`config.mk`:
```
export PLATFORM = sky130hd
export DESIGN_NAME = xlat_cache
export DESIGN_NICKNAME = d
export VERILOG_FILES = /design/src/rtl/xlat_pkg.sv /design/src/rtl/xlat_slots.sv /design/src/rtl/xlat_lookup.sv /design/src/rtl/xlat_cache.sv
export SDC_FILE = /design/constraint.sdc
export NUM_CORES = 1
export LEC_CHECK = 0
export BUFFER_PORTS_ARGS = -buffer_cell sky130_fd_sc_hd__buf_2
export CAP_MARGIN = 20
export CELL_PAD_IN_SITES_DETAIL_PLACEMENT = 2
export CELL_PAD_IN_SITES_GLOBAL_PLACEMENT = 2
export CORE_ASPECT_RATIO = 0.75
export CORE_UTILIZATION = 25
export DETAILED_ROUTE_END_ITERATION = 10
export PLACE_DENSITY_LB_ADDON = 0.1
export SLEW_MARGIN = 25
export SYNTH_ARGS = -nofsm -noshare
export SYNTH_HDL_FRONTEND = slang
export SYNTH_SLANG_ARGS = --single-unit
```
`constraint.sdc`:
```
create_clock -name clk -period 3.4 [get_ports clk]
set_clock_uncertainty 0.05 [all_clocks]
set_input_delay 0.34 -clock clk [delete_from_list [all_inputs] [get_ports clk]]
set_output_delay 0.34 -clock clk [all_outputs]
set_load 0.02 [all_outputs]
```
`src/rtl/xlat_pkg.sv`:
```
package xlat_pkg;

  typedef enum logic [1:0] {
    ACC_READ  = 2'd0,
    ACC_WRITE = 2'd1,
    ACC_EXEC  = 2'd2,
    ACC_RSVD  = 2'd3
  } acc_kind_e;

  typedef enum logic [1:0] {
    RSP_HIT   = 2'd0,
    RSP_MISS  = 2'd1,
    RSP_FAULT = 2'd2
  } rsp_code_e;

  localparam int PERM_BITS = 3;
  localparam int PERM_RD   = 0;
  localparam int PERM_WR   = 1;
  localparam int PERM_EX   = 2;

  // Returns 1 when the permission field allows the access kind.
  function automatic logic perm_ok(input logic [1:0] kind, input logic [PERM_BITS-1:0] perm);
    case (kind)
      ACC_READ:  perm_ok = perm[PERM_RD];
      ACC_WRITE: perm_ok = perm[PERM_WR];
      ACC_EXEC:  perm_ok = perm[PERM_EX];
      default:   perm_ok = 1'b0;
    endcase
  endfunction

endpackage

```
`src/rtl/xlat_slots.sv`:
```
module xlat_slots
  import xlat_pkg::*;
#(
  parameter int ENTRIES = 8,
  parameter int VPN_W   = 20,
  parameter int PFN_W   = 20,
  localparam int IDX_W  = $clog2(ENTRIES)
) (
  input  logic                                clk,
  input  logic                                rst_n,
  input  logic                                fill_en,
  input  logic [IDX_W-1:0]                    fill_slot,
  input  logic [VPN_W-1:0]                    fill_vpn,
  input  logic [PFN_W-1:0]                    fill_pfn,
  input  logic [PERM_BITS-1:0]                fill_perm,
  input  logic                                flush,
  input  logic                                clr_ref,
  input  logic                                touch_en,
  input  logic [IDX_W-1:0]                    touch_slot,
  input  logic                                touch_write,
  output logic [ENTRIES-1:0]                  valid_o,
  output logic [ENTRIES-1:0][VPN_W-1:0]       vpn_o,
  output logic [ENTRIES-1:0][PFN_W-1:0]       pfn_o,
  output logic [ENTRIES-1:0][PERM_BITS-1:0]   perm_o,
  output logic [ENTRIES-1:0]                  ref_o,
  output logic [ENTRIES-1:0]                  mod_o
);

  for (genvar g = 0; g < ENTRIES; g++) begin : g_slot
    logic fill_here, touch_here;
    assign fill_here  = fill_en  && (fill_slot  == IDX_W'(g));
    assign touch_here = touch_en && (touch_slot == IDX_W'(g));

    always_ff @(posedge clk) begin
      if (!rst_n) begin
        valid_o[g] <= 1'b0;
        vpn_o[g]   <= '0;
        pfn_o[g]   <= '0;
        perm_o[g]  <= '0;
        ref_o[g]   <= 1'b0;
        mod_o[g]   <= 1'b0;
      end else if (flush) begin
        valid_o[g] <= 1'b0;
        ref_o[g]   <= 1'b0;
        mod_o[g]   <= 1'b0;
      end else if (fill_here) begin
        valid_o[g] <= 1'b1;
        vpn_o[g]   <= fill_vpn;
        pfn_o[g]   <= fill_pfn;
        perm_o[g]  <= fill_perm;
        ref_o[g]   <= 1'b0;
        mod_o[g]   <= 1'b0;
      end else if (touch_here) begin
        ref_o[g] <= 1'b1;
        if (touch_write) mod_o[g] <= 1'b1;
      end else if (clr_ref) begin
        ref_o[g] <= 1'b0;
      end
    end
  end

  assert_flush_R7: assert property (@(posedge clk) disable iff (!rst_n)
    flush |=> (valid_o == '0));

  assert_fill_R3: assert property (@(posedge clk) disable iff (!rst_n)
    (fill_en && !flush) |=> (valid_o[$past(fill_slot)] && !ref_o[$past(fill_slot)]
                             && !mod_o[$past(fill_slot)]));

  assert_touch_R5: assert property (@(posedge clk) disable iff (!rst_n)
    (touch_en && !flush && !(fill_en && fill_slot == touch_slot))
      |=> ref_o[$past(touch_slot)]);

  assert_clear_R8: assert property (@(posedge clk) disable iff (!rst_n)
    (clr_ref && !touch_en) |=> (ref_o == '0));

  assert_keep_mod_R8: assert property (@(posedge clk) disable iff (!rst_n)
    (clr_ref && !touch_en && !fill_en && !flush) |=> $stable(mod_o));

endmodule

```
`src/rtl/xlat_lookup.sv`:
```
module xlat_lookup
  import xlat_pkg::*;
#(
  parameter int ENTRIES = 8,
  parameter int VPN_W   = 20,
  parameter int PFN_W   = 20,
  localparam int IDX_W  = $clog2(ENTRIES)
) (
  input  logic                                clk,
  input  logic                                rst_n,
  input  logic [VPN_W-1:0]                    q_vpn,
  input  logic [1:0]                          q_kind,
  input  logic [ENTRIES-1:0]                  valid_i,
  input  logic [ENTRIES-1:0][VPN_W-1:0]       vpn_i,
  input  logic [ENTRIES-1:0][PFN_W-1:0]       pfn_i,
  input  logic [ENTRIES-1:0][PERM_BITS-1:0]   perm_i,
  output logic                                hit_o,
  output logic [IDX_W-1:0]                    idx_o,
  output logic [PFN_W-1:0]                    pfn_o,
  output logic                                allowed_o
);

  logic [ENTRIES-1:0] match;
  logic [ENTRIES-1:0] grant;

  for (genvar g = 0; g < ENTRIES; g++) begin : g_cmp
    assign match[g] = valid_i[g] && (vpn_i[g] == q_vpn);
  end

  // Scan from the top so that the lowest matching index is left standing.
  always_comb begin
    hit_o = 1'b0;
    idx_o = '0;
    grant = '0;
    for (int i = ENTRIES - 1; i >= 0; i--) begin
      if (match[i]) begin
        hit_o = 1'b1;
        idx_o = IDX_W'(i);
        grant = ENTRIES'(1) << i;
      end
    end
  end

  assign pfn_o     = pfn_i[idx_o];
  assign allowed_o = perm_ok(q_kind, perm_i[idx_o]);

  assert_grant_R6: assert property (@(posedge clk) disable iff (!rst_n)
    hit_o |-> ($onehot(grant) && grant[idx_o] && match[idx_o]));

  assert_lowest_R6: assert property (@(posedge clk) disable iff (!rst_n)
    hit_o |-> ((match & ((ENTRIES'(1) << idx_o) - ENTRIES'(1))) == '0));

  assert_nohit_R2: assert property (@(posedge clk) disable iff (!rst_n)
    !hit_o |-> (grant == '0));

endmodule

```
`src/rtl/xlat_cache.sv`:
```
module xlat_cache
  import xlat_pkg::*;
#(
  parameter int ENTRIES   = 8,
  parameter int VA_W      = 32,
  parameter int PA_W      = 32,
  parameter int PAGE_BITS = 12,
  localparam int VPN_W    = VA_W - PAGE_BITS,
  localparam int PFN_W    = PA_W - PAGE_BITS,
  localparam int IDX_W    = $clog2(ENTRIES)
) (
  input  logic                  clk,
  input  logic                  rst_n,
  input  logic                  req_valid,
  output logic                  req_ready,
  input  logic [VA_W-1:0]       req_vaddr,
  input  logic [1:0]            req_kind,
  output logic                  rsp_valid,
  input  logic                  rsp_ready,
  output logic [1:0]            rsp_status,
  output logic [PA_W-1:0]       rsp_paddr,
  input  logic                  fill_en,
  input  logic [IDX_W-1:0]      fill_slot,
  input  logic [VPN_W-1:0]      fill_vpn,
  input  logic [PFN_W-1:0]      fill_pfn,
  input  logic [PERM_BITS-1:0]  fill_perm,
  input  logic                  flush,
  input  logic                  clr_ref,
  input  logic [IDX_W-1:0]      peek_slot,
  output logic                  peek_valid,
  output logic                  peek_ref,
  output logic                  peek_mod
);

  logic [ENTRIES-1:0]                 valid_v, ref_v, mod_v;
  logic [ENTRIES-1:0][VPN_W-1:0]      vpn_v;
  logic [ENTRIES-1:0][PFN_W-1:0]      pfn_v;
  logic [ENTRIES-1:0][PERM_BITS-1:0]  perm_v;

  logic              hit, allowed, accept, touch_en;
  logic [IDX_W-1:0]  hit_idx;
  logic [PFN_W-1:0]  hit_pfn;
  logic [VPN_W-1:0]  q_vpn;
  logic [PAGE_BITS-1:0] q_off;

  assign q_vpn     = req_vaddr[VA_W-1:PAGE_BITS];
  assign q_off     = req_vaddr[PAGE_BITS-1:0];
  assign req_ready = !rsp_valid || rsp_ready;
  assign accept    = req_valid && req_ready;
  assign touch_en  = accept && hit && allowed;

  xlat_lookup #(.ENTRIES(ENTRIES), .VPN_W(VPN_W), .PFN_W(PFN_W)) u_lookup (
    .clk(clk), .rst_n(rst_n),
    .q_vpn(q_vpn), .q_kind(req_kind),
    .valid_i(valid_v), .vpn_i(vpn_v), .pfn_i(pfn_v), .perm_i(perm_v),
    .hit_o(hit), .idx_o(hit_idx), .pfn_o(hit_pfn), .allowed_o(allowed)
  );

  xlat_slots #(.ENTRIES(ENTRIES), .VPN_W(VPN_W), .PFN_W(PFN_W)) u_slots (
    .clk(clk), .rst_n(rst_n),
    .fill_en(fill_en), .fill_slot(fill_slot), .fill_vpn(fill_vpn),
    .fill_pfn(fill_pfn), .fill_perm(fill_perm),
    .flush(flush), .clr_ref(clr_ref),
    .touch_en(touch_en), .touch_slot(hit_idx),
    .touch_write(req_kind == ACC_WRITE),
    .valid_o(valid_v), .vpn_o(vpn_v), .pfn_o(pfn_v), .perm_o(perm_v),
    .ref_o(ref_v), .mod_o(mod_v)
  );

  always_ff @(posedge clk) begin
    if (!rst_n) begin
      rsp_valid  <= 1'b0;
      rsp_status <= RSP_MISS;
      rsp_paddr  <= '0;
    end else if (accept) begin
      rsp_valid <= 1'b1;
      if (!hit) begin
        rsp_status <= RSP_MISS;
        rsp_paddr  <= '0;
      end else if (!allowed) begin
        rsp_status <= RSP_FAULT;
        rsp_paddr  <= '0;
      end else begin
        rsp_status <= RSP_HIT;
        rsp_paddr  <= {hit_pfn, q_off};
      end
    end else if (rsp_ready) begin
      rsp_valid <= 1'b0;
    end
  end

  assign peek_valid = valid_v[peek_slot];
  assign peek_ref   = ref_v[peek_slot];
  assign peek_mod   = mod_v[peek_slot];

  assert_latency_R9: assert property (@(posedge clk) disable iff (!rst_n)
    accept |=> rsp_valid);

  assert_hold_R10: assert property (@(posedge clk) disable iff (!rst_n)
    (rsp_valid && !rsp_ready) |=> (rsp_valid && $stable(rsp_status) && $stable(rsp_paddr)));

  assert_offset_R1: assert property (@(posedge clk) disable iff (!rst_n)
    accept |=> ((rsp_status != RSP_HIT) ||
                (rsp_paddr[PAGE_BITS-1:0] == $past(req_vaddr[PAGE_BITS-1:0]))));

  assert_zero_addr_R2: assert property (@(posedge clk) disable iff (!rst_n)
    (rsp_valid && rsp_status != RSP_HIT) |-> (rsp_paddr == '0));

  assert_code_R2: assert property (@(posedge clk) disable iff (!rst_n)
    rsp_valid |-> (rsp_status != 2'd3));

endmodule

```
=== Word level (Yosys, flattened, before mapping) ===
Index checks and enable logic that the tools add are counted.

* Reduce and logical (&&, ||, !) cells: 66
* Muxes and demuxes: 42
* Bitwise gates (word level): 2
* Equality and inequality tests: 24
* Magnitude comparators: 2

{| class="wikitable"
|+ Operators with widths
! kind !! count
|-
| 20-bit equality test || 8
|-
| 32-bit two-way mux || 2
|-
| 20-bit binary-select mux with 3-bit select || 1
|-
| 2-bit AND reduction || 16
|-
| 1-bit logical AND || 27
|-
| 3-bit two-way mux || 9
|-
| 3-bit equality test (second input constant) || 8
|-
| 3-bit OR reduction || 8
|-
| 1-bit two-way mux || 22
|-
| 20-bit two-way mux || 1
|-
| 2-bit nonzero test || 9
|-
| 3-bit by 2-bit equality test with 1-bit output (second input constant) || 4
|-
| 1-bit binary-select mux with 3-bit select || 3
|-
| 3-bit binary-select mux with 3-bit select || 1
|-
| 3-bit by 4-bit < comparator with 1-bit output (second input constant) || 2
|-
| 3-bit by 1-bit equality test with 1-bit output (second input constant) || 2
|-
| 3-bit logical NOT || 2
|-
| 2-bit two-way mux || 2
|-
| 1-bit case mux with 3 select lines || 1
|-
| 2-bit by 1-bit equality test with 1-bit output (second input constant) || 1
|-
| 2-bit equality test (second input constant) || 1
|-
| 2-bit logical NOT || 1
|-
| 1-bit inverter || 2
|-
| 2-bit OR reduction || 1
|-
| other kinds (2) || 2
|}

* Output and inout bits: 39
* Register bits: 403
* Logic and storage cells: 187
* Bits of input ports: 90

=== Logic depth before layout (Yosys ltp) ===
Gate-level depths: netlist of run 1.

* Depth in word-level cells: 16
* Depth in mapped cells: 15
* Gate-level depth less buffers: 10

=== Hierarchy ===
Synthesis of run 1 repeated with hierarchy kept, for this count alone.

* Cell total of the unflattened synthesis: 1944
* Area total of the unflattened synthesis: 18864.3 sq um

{| class="wikitable"
|+ Modules (own cells, without submodules)
! module !! sequential area each (sq um) !! area an instance (sq um) !! cells an instance !! instances
|-
| xlat_slots || 7367.1 || 13143.9 || 1269 || 1
|-
| xlat_lookup || 0.0 || 4374.2 || 578 || 1
|-
| xlat_cache || 700.7 || 1346.3 || 97 || 1
|}

=== Least setup slack after synthesis of run 1 ===
OpenSTA, ideal clock, no wires.

* Path type: input -> register
* Start: input port req_vaddr[20]
* End: register u_slots.ref_o[7]
* Stages on the path: 13
* Buffers on the path: 3
* Required time: 3235 ps
* Data arrival time: 3191 ps
* Slack: 44 ps
* Cells stage by stage: buf_2 > xnor2_1 > nand4_1 > or4_1 > or2_2 > and4_1 > nor2_1 > mux2_2 > o211ai_1 > and4_4 > buf_6 > buf_8 > o21ai_2

* Word-level cells in the longest chain between the ends: 16

{| class="wikitable"
|+ RTL lines
! what !! RTL line !! source
|-
| from (decl) || xlat_cache.sv:16 || <nowiki>input logic [VA_W-1:0] req_vaddr,</nowiki>
|-
| 20-bit equality test || xlat_lookup.sv:27 || <nowiki>assign match[g] = valid_i[g] && (vpn_i[g] == q_vpn);</nowiki>
|-
| 1-bit logical AND || xlat_lookup.sv:27 ||
|-
| 3-bit two-way mux (8 in a row) || xlat_lookup.sv:36 || <nowiki>if (match[i]) begin</nowiki>
|-
| 3-bit binary-select mux with 3-bit select || xlat_lookup.sv:45 || <nowiki>assign allowed_o = perm_ok(q_kind, perm_i[idx_o]);</nowiki>
|-
| 3-bit two-way mux (implied by the code) || xlat_lookup.sv:45 ||
|-
| 1-bit case mux with 3 select lines || xlat_pkg.sv:23 || <nowiki>case (kind)</nowiki>
|-
| 1-bit logical AND || xlat_cache.sv:50 || <nowiki>assign touch_en = accept && hit && allowed;</nowiki>
|-
| 1-bit logical AND (*) || xlat_slots.sv:32 || <nowiki>assign touch_here = touch_en && (touch_slot == IDX_W'(g));</nowiki>
|-
| 1-bit two-way mux / 2-bit nonzero test (equally long branches) || n/a ||
|-
| to (signal, indexed assignment) || xlat_slots.sv:51 || <nowiki>ref_o[g] <= 1'b0;</nowiki>
|-
| to (signal, indexed assignment) || xlat_slots.sv:54 || <nowiki>ref_o[g] <= 1'b1;</nowiki>
|-
| to (signal, indexed assignment) || xlat_slots.sv:57 || <nowiki>ref_o[g] <= 1'b0;</nowiki>
|-
| to (decl) || xlat_slots.sv:25 || <nowiki>output logic [ENTRIES-1:0] ref_o,</nowiki>
|}

Mark *: on every way between the ends. The rest lies on a longest branch, timed or not. The select of a mux whose other input is x is not followed.
A chain may end at the register's enable or synchronous reset.

=== Worst setup path after layout of run 1 ===
* Start: register u_slots.vpn_o[139] in the netlist's numbering
* End: register u_slots.mod_o[3]

* Word-level cells in the longest chain between the ends: 15

{| class="wikitable"
|+ RTL lines
! what !! RTL line !! source
|-
| from (decl) || xlat_slots.sv:22 || <nowiki>output logic [ENTRIES-1:0][VPN_W-1:0] vpn_o,</nowiki>
|-
| from (signal, indexed assignment) || xlat_slots.sv:48 || <nowiki>vpn_o[g] <= fill_vpn;</nowiki>
|-
| 20-bit equality test (*) || xlat_lookup.sv:27 ||
|-
| 1-bit logical AND (*) || xlat_lookup.sv:27 ||
|-
| 3-bit two-way mux (7 in a row) || xlat_lookup.sv:36 ||
|-
| 3-bit binary-select mux with 3-bit select || xlat_lookup.sv:45 ||
|-
| 3-bit two-way mux (implied by the code) || xlat_lookup.sv:45 ||
|-
| 1-bit case mux with 3 select lines || xlat_pkg.sv:23 ||
|-
| 1-bit logical AND || xlat_cache.sv:50 ||
|-
| 1-bit logical AND (*) || xlat_slots.sv:32 ||
|-
| 2-bit AND reduction (no line) (*) || n/a ||
|-
| to (signal, indexed assignment) || xlat_slots.sv:41 || <nowiki>mod_o[g] <= 1'b0;</nowiki>
|-
| to (signal, indexed assignment) || xlat_slots.sv:45 || <nowiki>mod_o[g] <= 1'b0;</nowiki>
|-
| to (signal, indexed assignment) || xlat_slots.sv:52 || <nowiki>mod_o[g] <= 1'b0;</nowiki>
|-
| to (decl) || xlat_slots.sv:26 || <nowiki>output logic [ENTRIES-1:0] mod_o</nowiki>
|}

Marked as above.

==> run summary, run 1 <==
maximum clock rate: 0.2884 GHz
average wire per cell in the routed design: 24.83 um
1st-pass router iterations: 5
Setup violations, final: 32
Detailed Route Iter0 Violations: 1122
pin count of the biggest net entering global routing: 196
die outline height: 244.6 um
total of warnings raised by yosys: 0
Setup crit start kind: register
final instance area: 25490 um2
Finished Core Util: 0.3298
failing checks: negative setup slack
pre-CTS worst setup slack: -0.6756 ns
number of distinct library cells after synthesis: 62
required time worst endpoint: 3.82 ns
headroom to the max-slew limit: 0.3383
Design Power: 11.05 mW
power share of the sequential group: 0.436
number of nets in the layout: 2788
area of the core region: 77290 um2
final critical-path share of the clock period: 1.020
die extent in x: 325.5 um
Post-Synthesis Cells: 2414
reported net switching power: 2.875 mW
most frequent cells in the layout: 766 x nand2_1, 392 x dfxtp_1, 345 x a21boi_0
estimated wirelength of the detail-placed design: 62590 um
global-route total usage across every layer: 0.2333
global-route wire length before repair: 137400 um
average vias per placed instance: 4.998
post-route insts no fill: 3768
vias in the first global route: 20150
row count: 88
Combinational Power Share: 0.096
main flop type after synthesis: dfxtp_1
critical path data arrival time: 3.89 ns
type of the tightest min-delay check: in2reg
fin crit period: 3.468 ns
power density over the cells: 433.5 nW/um2
cell chosen for the clock root: clkbuf_16
Reg clk slew, reported paths: 0.06 ns
share of async-settable or async-resettable flops after synthesis: 0
I/O pin total: 129
average cell area after synthesis: 8.129 um2
slack of the critical path: -0.06767 ns
Critical Setup Path Class: reg2reg
setup TNS: -0.7076 ns
clock buffers created by TritonCTS: 48
Routed Wire Length: 93580 um
effective utilization at floorplan: 0.2539
max-slew violation count: 0
number of max-capacitance violations reported: 0
count of flip-flops with a built-in enable after synthesis: 0
area added between synthesis and finish: 29.90%
leakage power of the design: 8.937 nW
Worst setup EP type: register
smallest hold slack: 0.02179 ns
remaining antenna violation count after routing: 0
largest vdd supply drop: 0.3366 mV
initial antenna violation count: 5
total nets after synthesis: 2504
Remaining DRCs: 0
setup repair after global routing missed its margin: yes
fraction of final layout cells sized beyond drive strength 1: 0.2407
largest fanout of any net on the critical path: 10
Via Count: 18830
# H-tree levels: 2
placer congestion estimate: 0.8655
final number of hold-violating endpoints: 0
Int Pwr: 8.176 mW
TritonCTS clock tree: built
flip-flop and latch count after synthesis: 403
residual overflow from global routing: 0
dpl cell area: 22780 um2
die area: 79630 um2
portion of the post-synthesis area used by sequential elements: 0.4111
buffer levels on the longest clock path: 3
outcome: finished with violations
clk sinks: 403
switching part of the total: 0.2601
clock share of power: 0.468
cell area after synthesis: 19620 um2
most common library cell in the layout ignoring fill and taps: nand2_1
Buffers on Ports: 128
slew at the pin closest to its max-slew limit: 0.9925 ns
cell count after placement: 3633
worst-skew pair later-pin latency: 0.62 ns
==> path summary, 6_finish.rpt <==
path	from	to	slack (ns)	depth (start not counted)
setup / recovery	u_slots.vpn_o[139]	u_slots.mod_o[3]	-0.07	13
hold / removal	fill_vpn[12]	u_slots.vpn_o[32]	0.02	3
setup reg to reg	u_slots.vpn_o[139]	u_slots.mod_o[3]	-0.07	13
hold reg to reg	rsp_paddr[2]	rsp_paddr[2]	0.40	2
==> cells in the mapped netlist, drive strengths merged, types with 11 or more instances <==
cell type,number,area share
a21oi,22,0.0058
dfxtp,403,0.41
nor2,22,0.0043
buf,82,0.031
o211ai,11,0.0042
a21boi,346,0.13
a21o,20,0.0077
inv,39,0.0075
mux2i,45,0.023
o21ai,66,0.019
and2,11,0.0035
nor4,13,0.0049
nand4,64,0.020
a221oi,28,0.012
nand3,38,0.0097
a22oi,15,0.0057
xor2,22,0.0098
nand2,774,0.15
xnor2,140,0.062
clkbuf,136,0.026
==> cell type report <==
cell class / count / area (um2)
multi-input cells: 1755 / 11030
diodes: 3 / 7.507
clock buffers: 77 / 1453
fillers: 8777 / 51800
well taps: 1035 / 1295
clock inverters: 5 / 61.31
inverters: 39 / 146.4
repair buffers: 451 / 3416
flip-flops and latches: 403 / 8082
==> per-layer routing <==
layer  vias to the layer above  global-route usage  routed length (um)  share of wire
li1                       8637                   -                   -              -
met1                      9710              0.3479               48380           0.52
met2                       371              0.3496               39090           0.42
met3                       112             0.03459                4386          0.047
met4                         4             0.05358                1696          0.018
met5                         -                   0                  21        0.00022
==> state kept, by name, indices dropped and copies added (netlist names) <==
name,cells
u_slots.ref_o,8
u_slots.mod_o,8
u_slots.vpn_o,160
u_slots.perm_o,24
rsp_paddr,32
rsp_status,2
u_slots.valid_o,8
rsp_valid,1
u_slots.pfn_o,160
==> timing repair <==
| action | in CTS | in global routing |
|---|---|---|
| pin swaps | 36 | 47 |
| endpoints found under the hold margin | 77 | 0 |
| gates resized for setup | 81 | 85 |
| endpoints found under the setup margin | 49 | 49 |
| hold buffers | 28 | 0 |
| cloned | 2 | 0 |
| buffers inserted | 22 | 1 |
==> power by group through the flow <==
stage	Sequential [mW]	Combinational, mW	Clock [mW]
2_1_floorplan	4.91	0.491	0
3_3_place_gp	4.92	0.975	0
3_5_place_dp	4.92	0.997	0
4_1_cts	4.81	1.05	5.31
5_1_grt	4.82	1.12	5.50
6_report	4.82	1.06	5.17
==> kinds of logic (layout without fill, tap and decap cells) <==
kind of cell / after synthesis / count (layout) / share of synthesized area
AO/OA/AOI/OAI: 542 / 542 / 0.2020
buffers and inverters: 257 / 572 / 0.06472
AND/OR/NAND/NOR: 995 / 996 / 0.2177
multiplexers: 55 / 55 / 0.03213
other: 0 / 3 / 0
XOR/XNOR: 162 / 162 / 0.07230
flip-flops: 403 / 403 / 0.4111
==> critical path, stage by stage, from the launching register on <==
cell,delay [ns]
dfxtp_2,0.34
xnor2_2,0.15
buf_4,0.18
nand4_1,0.10
or4_4,0.57
or2_4,0.26
and4_4,0.19
nor2_2,0.14
mux2_2,0.36
o211ai_1,0.19
buf_4,0.16
and4_4,0.35
buf_8,0.17
o21ai_0,0.10
Power figures use the tool's default switching activity.
==> run 2: changes to the inputs <==
- CAP_MARGIN: 20 -> 30
- SETUP_SLACK_MARGIN: default -> 0.05
==> run 2 against run 1 <==
Critical endpoint is now rsp_paddr[26]; power increased by 1.8%; clock-buffer cell count increased by 1; sequential power about the same; final area increased by 0.90%; utilization increased by 0.30 points; final cell count increased by 0.50%; critical path type unchanged; largest cell class unchanged; the flow still finishes with violations (negative setup slack); non-clock buffer count increased by 12; die area unchanged; worst hold slack improved by 0.0078 ns; clock power increased by 4%.
==> run summary, run 2 (synthesis results as in run 1) <==
effective utilization at floorplan: 0.2539 (unchanged)
Setup crit start kind: register
slew at the pin closest to its max-slew limit: 0.9998 ns (+0.007292 ns)
final critical-path share of the clock period: 1.036 (+0.01612)
worst-skew pair later-pin latency: 0.62 ns (about the same)
largest fanout of any net on the critical path: 7 (-3)
most numerous cell on the critical path: buf_4
final number of hold-violating endpoints: 0 (unchanged)
reported net switching power: 2.937 mW (+2.2%)
Worst setup EP type: register
final instance area: 25720 um2 (+0.90%)
Via Count: 18700 (-0.72%)
pin count of the biggest net entering global routing: 189 (-3.6%)
met1 Usage GRT: 0.3472 (-0.0007152)
post-route insts no fill: 3787 (+0.50%)
Setup violations, final: 49 (+53%)
capturing element of the worst setup path: rsp_paddr[26]
estimated wirelength of the detail-placed design: 62260 um (-0.51%)
buffer levels on the longest clock path: 3 (unchanged)
fin crit period: 3.522 ns (+0.05480 ns)
Routed Wire Length: 93940 um (+0.39%)
most frequent cells in the layout: 766 x nand2_1, 395 x dfxtp_1, 346 x a21boi_0
TritonCTS clock tree: built
initial antenna violation count: 5 (unchanged)
FF-to-FF End: rsp_paddr[26]
most common library cell in the layout ignoring fill and taps: nand2_1
dpl cell area: 22850 um2 (+0.31%)
Int Pwr: 8.317 mW (+1.7%)
switching part of the total: 0.2610 (+0.0008678)
die area: 79630 um2 (unchanged)
die extent in x: 325.5 um (unchanged)
flop2flop setup slack: -0.12 ns (-0.05 ns)
global-route total usage across every layer: 0.2358 (+0.002472)
required time worst endpoint: 3.85 ns (+0.03 ns)
critical path data arrival time: 3.97 ns (+0.08 ns)
Critical R2R Launch: u_slots.vpn_o[143]
Buffers on Ports: 128 (unchanged)
path depth of the worst reg2reg path: 15 (+2)
Critical Setup Path Class: reg2reg
residual overflow from global routing: 0 (unchanged)
setup repair after global routing missed its margin: yes
area added between synthesis and finish: 31.06%
Combinational Power Share: 0.095 (about the same)
leakage power of the design: 8.996 nW (+0.66%)
slack of the critical path: -0.1225 ns (-0.05480 ns)
setup TNS: -2.931 ns (-2.224 ns)
global-route wire length before repair: 139200 um (+1.3%)
delay of the slowest critical-path stage: 0.43 ns (-0.14 ns)
Remaining DRCs: 0 (unchanged)
I/O pin total: 129 (unchanged)
power share of the sequential group: 0.428 (-0.008)
remaining antenna violation count after routing: 0 (unchanged)
clock buffers created by TritonCTS: 49 (+2.1%)
Reg clk slew, reported paths: 0.06 ns (about the same)
average vias per placed instance: 4.938 (-1.2%)
headroom to the max-slew limit: 0.3334 (-0.004861)
average wire per cell in the routed design: 24.81 um (-0.11%)
type of the tightest min-delay check: in2reg
fraction of final layout cells sized beyond drive strength 1: 0.2337 (-0.006926)
power density over the cells: 437.6 nW/um2 (+0.93%)
largest vdd supply drop: 0.3257 mV (-3.3%)
met3 track demand over resource in global routing: 0.04493 (+0.01034)
failing checks: negative setup slack
clk sinks: 403 (unchanged)
vias in the first global route: 20520 (+1.9%)
1st-pass router iterations: 4 (-1)
Design Power: 11.25 mW (+1.8%)
most used routing layer in global routing: met2
row count: 88 (unchanged)
registers with the highest flip-flop counts: u_slots.pfn_o: 160 flops, u_slots.vpn_o: 160 flops, rsp_paddr: 32 flops
max-slew violation count: 0 (unchanged)
cell count after placement: 3632 (-0.028%)
# H-tree levels: 2 (unchanged)
number of max-capacitance violations reported: 0 (unchanged)
Crit. Startpoint: u_slots.vpn_o[143]
crit path cell chain: xnor2_2 -> buf_4 -> buf_6 -> nand4_1 -> nor4_4 -> buf_4 -> o211ai_1 -> a221o_4 -> mux2i_1 -> nor2b_1 -> o41ai_4 -> and4_4 -> buf_8 -> clkbuf_16 -> o21ai_2
cell chosen for the clock root: clkbuf_16
met2 usage: 0.3516 (+0.002007)
number of nets in the layout: 2801 (+0.47%)
clock share of power: 0.477 (+0.009)
placer congestion estimate: 0.8616 (-0.45%)
outcome: finished with violations
die outline height: 244.6 um (unchanged)
area of the core region: 77290 um2 (unchanged)
critical-path cell with the highest stage delay: a221o_4
Detailed Route Iter0 Violations: 1077 (-4.0%)
maximum clock rate: 0.2839 GHz (-1.6%)
==> run 2: how the worst min path moves through the flow <==
stage / endpoint / cells past startpoint / slack (ns) / start
floorplan: u_slots.mod_o[1] / 2 / 0.37 / u_slots.mod_o[1]
global placement: rsp_paddr[23] / 2 / 0.38 / rsp_paddr[23]
detailed placement: rsp_paddr[23] / 2 / 0.39 / rsp_paddr[23]
CTS: u_slots.perm_o[21] / 3 / 0.001 / fill_perm[0]
global route: u_slots.pfn_o[153] / 3 / 0.04 / fill_pfn[13]
finish: u_slots.vpn_o[101] / 3 / 0.03 / fill_vpn[1]
==> run 2: metal layers <==
metal	vias to the layer above	routed length [um]
met2	355	38840
met5	-	27
met1	9564	48350
met3	102	4988
met4	4	1740
li1	8674	-
==> run 2: power by group through the flow <==
stage               logic, mW  clock network, mW  registers (mW)
finish                   1.07               5.37            4.81
global route             1.13               5.73            4.82
CTS                      1.06               5.55            4.81
detailed placement       1.00                  0            4.92
global placement        0.984                  0            4.91
floorplan               0.491                  0            4.91
==> run 2: worst max-delay path: cells and delay by family, from the launching register on <==
kind                      cells  cell delay (ns)
AOI/OAI and AO/OA             4             0.98
and+or+nand+nor               4             0.92
buffers and inverters         5             0.79
DFF                           1             0.33
muxes                         1             0.18
xor gates and xnor gates      1             0.16
==> run 2: final cells by class <==
cell class | count | area (um2)
antenna | 1 | 2.502
sequential | 403 | 8078
fill | 8778 | 51570
timing repair buffer | 463 | 3721
tap | 1035 | 1295
multi-input combinational | 1755 | 10870
clock buffer | 78 | 1465
clock inverter | 13 | 143.9
inverter | 39 | 146.4
==> run 2: through the flow <==
stage | utilization | hold slack (ns) | worst slack [ns]
after global routing | 0.3327 | 0.03530 | -0.2455
after floorplan | - | 0.3698 | 0.09563
after CTS | 0.3300 | 0.0009682 | -0.05826
after detailed placement | 0.2957 | 0.3933 | -0.7108
final | 0.3328 | 0.02956 | -0.1225
after global placement | 0.2957 | 0.3833 | -0.6428
==> run 2: timing repair <==
| action | CTS | global route |
|---|---|---|
| buffers inserted | 20 | 7 |
| resized for setup | 121 | 26 |
| pin swaps | 58 | 20 |
| endpoints found under the hold margin | 125 | 0 |
| setup endpoints to repair | 49 | 49 |
| hold buffers | 35 | 0 |
| gates cloned | 3 | 1 |
==> run 3: changes to the inputs <==
--- a/config.mk
+++ b/config.mk
@@ -11,3 +11,3 @@
 export CELL_PAD_IN_SITES_GLOBAL_PLACEMENT = 2
-export CORE_ASPECT_RATIO = 0.75
+export CORE_ASPECT_RATIO = 1.75
 export CORE_UTILIZATION = 25
==> constraint.sdc (replaced) <==
create_clock -name clk -period 4.5 [get_ports clk]
set_clock_uncertainty 0.05 [all_clocks]
set_input_delay 0.9 -clock clk [delete_from_list [all_inputs] [get_ports clk]]
set_output_delay 0.9 -clock clk [all_outputs]
set_load 0.02 [all_outputs]
==> run 3 against run 2 <==
The flow now finishes without violations; routed wire length fell by 1.2%; flip-flop and latch count stayed put; power decreased by 28%; combinational power shrank 35%; largest cell class unchanged; largest power group unchanged.
==> run summary, run 3 (synthesis results as in run 1) <==
setup repair after global routing missed its margin: no
Worst setup EP type: register
critical-path cell with the highest stage delay: xnor2_1
vias in the first global route: 19880 (-3.1%)
Buffers on Ports: 128 (unchanged)
delay of the slowest critical-path stage: 0.73 ns (+0.30 ns)
critical path data arrival time: 4.63 ns (+0.66 ns)
clk sinks: 403 (unchanged)
Reg clk slew, reported paths: 0.06 ns (about the same)
worst-skew pair later-pin latency: 0.60 ns (-0.02 ns)
largest fanout of any net on the critical path: 20 (+13)
fraction of final layout cells sized beyond drive strength 1: 0.1647 (-0.06900)
Via Count: 17930 (-4.1%)
switching part of the total: 0.2656 (+0.004605)
flop2flop setup slack: 0.59 ns (+0.71 ns)
cell chosen for the clock root: clkbuf_16
slew at the pin closest to its max-slew limit: 0.9310 ns (-0.06885 ns)
Resized Gates After CTS: 0 (-100%)
die outline height: 372.6 um (+52%)
most numerous cell on the critical path: buf_4
Setup crit start kind: input port
placer congestion estimate: 0.8876 (+3.0%)
buffering stage count on the worst path with inverters included: 4 (-1)
power share of the sequential group: 0.451 (+0.023)
leakage power of the design: 7.971 nW (-11%)
reported net switching power: 2.142 mW (-27%)
Finished Core Util: 0.3024 (-0.03032)
I/O pin total: 129 (unchanged)
largest vdd supply drop: 0.3336 mV (+2.4%)
area added between synthesis and finish: 19.48%
Remaining DRCs: 0 (unchanged)
Setup violations, final: 0 (-100%)
estimated wirelength of the detail-placed design: 65290 um (+4.9%)
detailed-routed wire length on met2: 51150 um (+32%)
crit path cell chain: buf_2 -> buf_4 -> xnor2_1 -> nand4_1 -> nor4_1 -> and4_1 -> a221o_4 -> buf_4 -> mux2i_1 -> nand2_1 -> o211ai_1 -> and4_4 -> buf_12 -> o21ai_0
buffer levels on the longest clock path: 3 (unchanged)
most frequent cells in the layout: 768 x nand2_1, 403 x dfxtp_1, 346 x a21boi_0
number of max-capacitance violations reported: 0 (unchanged)
row count: 135 (+53%)
pin count of the biggest net entering global routing: 130 (-31%)
1st-pass router iterations: 5 (+1)
global-route total usage across every layer: 0.2350 (-0.0007860)
setup bufs post-CTS: 0 (-100%)
residual overflow from global routing: 0 (unchanged)
global-route wire length before repair: 135100 um (-3.0%)
effective utilization at floorplan: 0.2531 (-0.0007744)
type of the tightest min-delay check: reg2reg
wire length on met1: 34130 um (-29%)
Critical Setup Path Class: in2reg
highest metal used: met5
Int Pwr: 5.923 mW (-29%)
smallest hold slack: 0.3945 ns (+0.3649 ns)
TritonCTS clock tree: built
# H-tree levels: 2 (unchanged)
max-slew violation count: 0 (unchanged)
area of the core region: 77530 um2 (+0.31%)
average vias per placed instance: 4.970 (+0.66%)
required time worst endpoint: 4.93 ns (+1.08 ns)
power density over the cells: 344.0 nW/um2 (-21%)
headroom to the max-slew limit: 0.3749 (+0.04144)
Combinational Power Share: 0.086 (-0.009)
final critical-path share of the clock period: 0.9328
crit-path leading delay family: simple AND/OR/NAND/NOR gates
clock buffers created by TritonCTS: 46 (-6.1%)
Detailed Route Iter0 Violations: 495 (-54%)
registers with the highest flip-flop counts: u_slots.pfn_o: 160 flops, u_slots.vpn_o: 160 flops, rsp_paddr: 32 flops
most common library cell in the layout ignoring fill and taps: nand2_1
clock share of power: 0.463 (-0.014)
maximum clock rate: 0.2382 GHz
remaining antenna violation count after routing: 0 (unchanged)
number of nets in the layout: 2637 (-5.9%)
Routed Wire Length: 92800 um (-1.2%)
fin crit period: 4.198 ns
die area: 79660 um2 (about the same)
fill cell count: 8927 (+1.7%)
die extent in x: 213.8 um (-34%)
post-cts hold buffer count: 0 (-100%)
initial antenna violation count: 3 (-2)
Design Power: 8.066 mW (-28%)
met3 wirelength from detailed routing: 2209 um (-56%)
average wire per cell in the routed design: 25.72 um (+3.7%)
outcome: finished clean
final number of hold-violating endpoints: 0 (unchanged)
[run 3: area by class of cell]
class | count | area, um2 | area share
Inverter | 39 | 146.4 | 0.006243
Tap cell | 1027 | 1285 | 0.05480
Clock inverter | 8 | 65.06 | 0.002775
Sequential cell | 403 | 8068 | 0.3441
Clock buffer | 73 | 1363 | 0.05811
Timing Repair Buffer | 303 | 2142 | 0.09136
Antenna cell | 1 | 2.502 | 0.0001067
Multi-Input combinational cell | 1754 | 10380 | 0.4425
[run 3: routing by layer]
layer / global-route usage / up-vias
met4: 0.1232 / 6
met3: 0.02482 / 159
met2: 0.4568 / 290
met5: 0 / -
met1: 0.2389 / 9155
li1: - / 8322
[run 3: per-stage QoR]
stage	worst slack, ns	area, um2	TNS (ns)	instances
6_report	0.3023	23450	0	3608
2_1_floorplan	0.5840	19620	0	2414
3_5_place_dp	-0.2797	22020	-11.45	3526
3_3_place_gp	-0.2656	22010	-11.63	3525
4_1_cts	0.3811	23450	0	3607
5_1_grt	0.1340	23450	0	3607
[run 3: power by group through the flow]
stage                     Clock [mW]  Sequential (mW)  Combinational (mW)
after floorplan                    0             3.71               0.371
after global placement             0             3.71               0.696
after detailed placement           0             3.72               0.708
after CTS                       3.89             3.64               0.711
after global routing            3.98             3.64               0.737
final                           3.73             3.64               0.696
[run 3: worst paths after layout]
check,from,to,cells past startpoint
worst max-delay path,req_vaddr[28],u_slots.mod_o[1],14
worst min-delay path,rsp_paddr[16],rsp_paddr[16],2
worst max register to register,u_slots.vpn_o[96],u_slots.mod_o[1],12
worst min register to register,rsp_paddr[16],rsp_paddr[16],2
[run 3: worst register-to-register path: stages, from the launching register on]
cell	delay (ns)
dfxtp_1	0.32
xnor2_1	0.74
nand4_1	0.19
nor4_1	0.44
and4_1	0.29
a221o_4	0.23
buf_4	0.40
mux2i_1	0.27
nand2_1	0.07
o211ai_1	0.10
and4_4	0.36
buf_12	0.19
o21ai_0	0.12
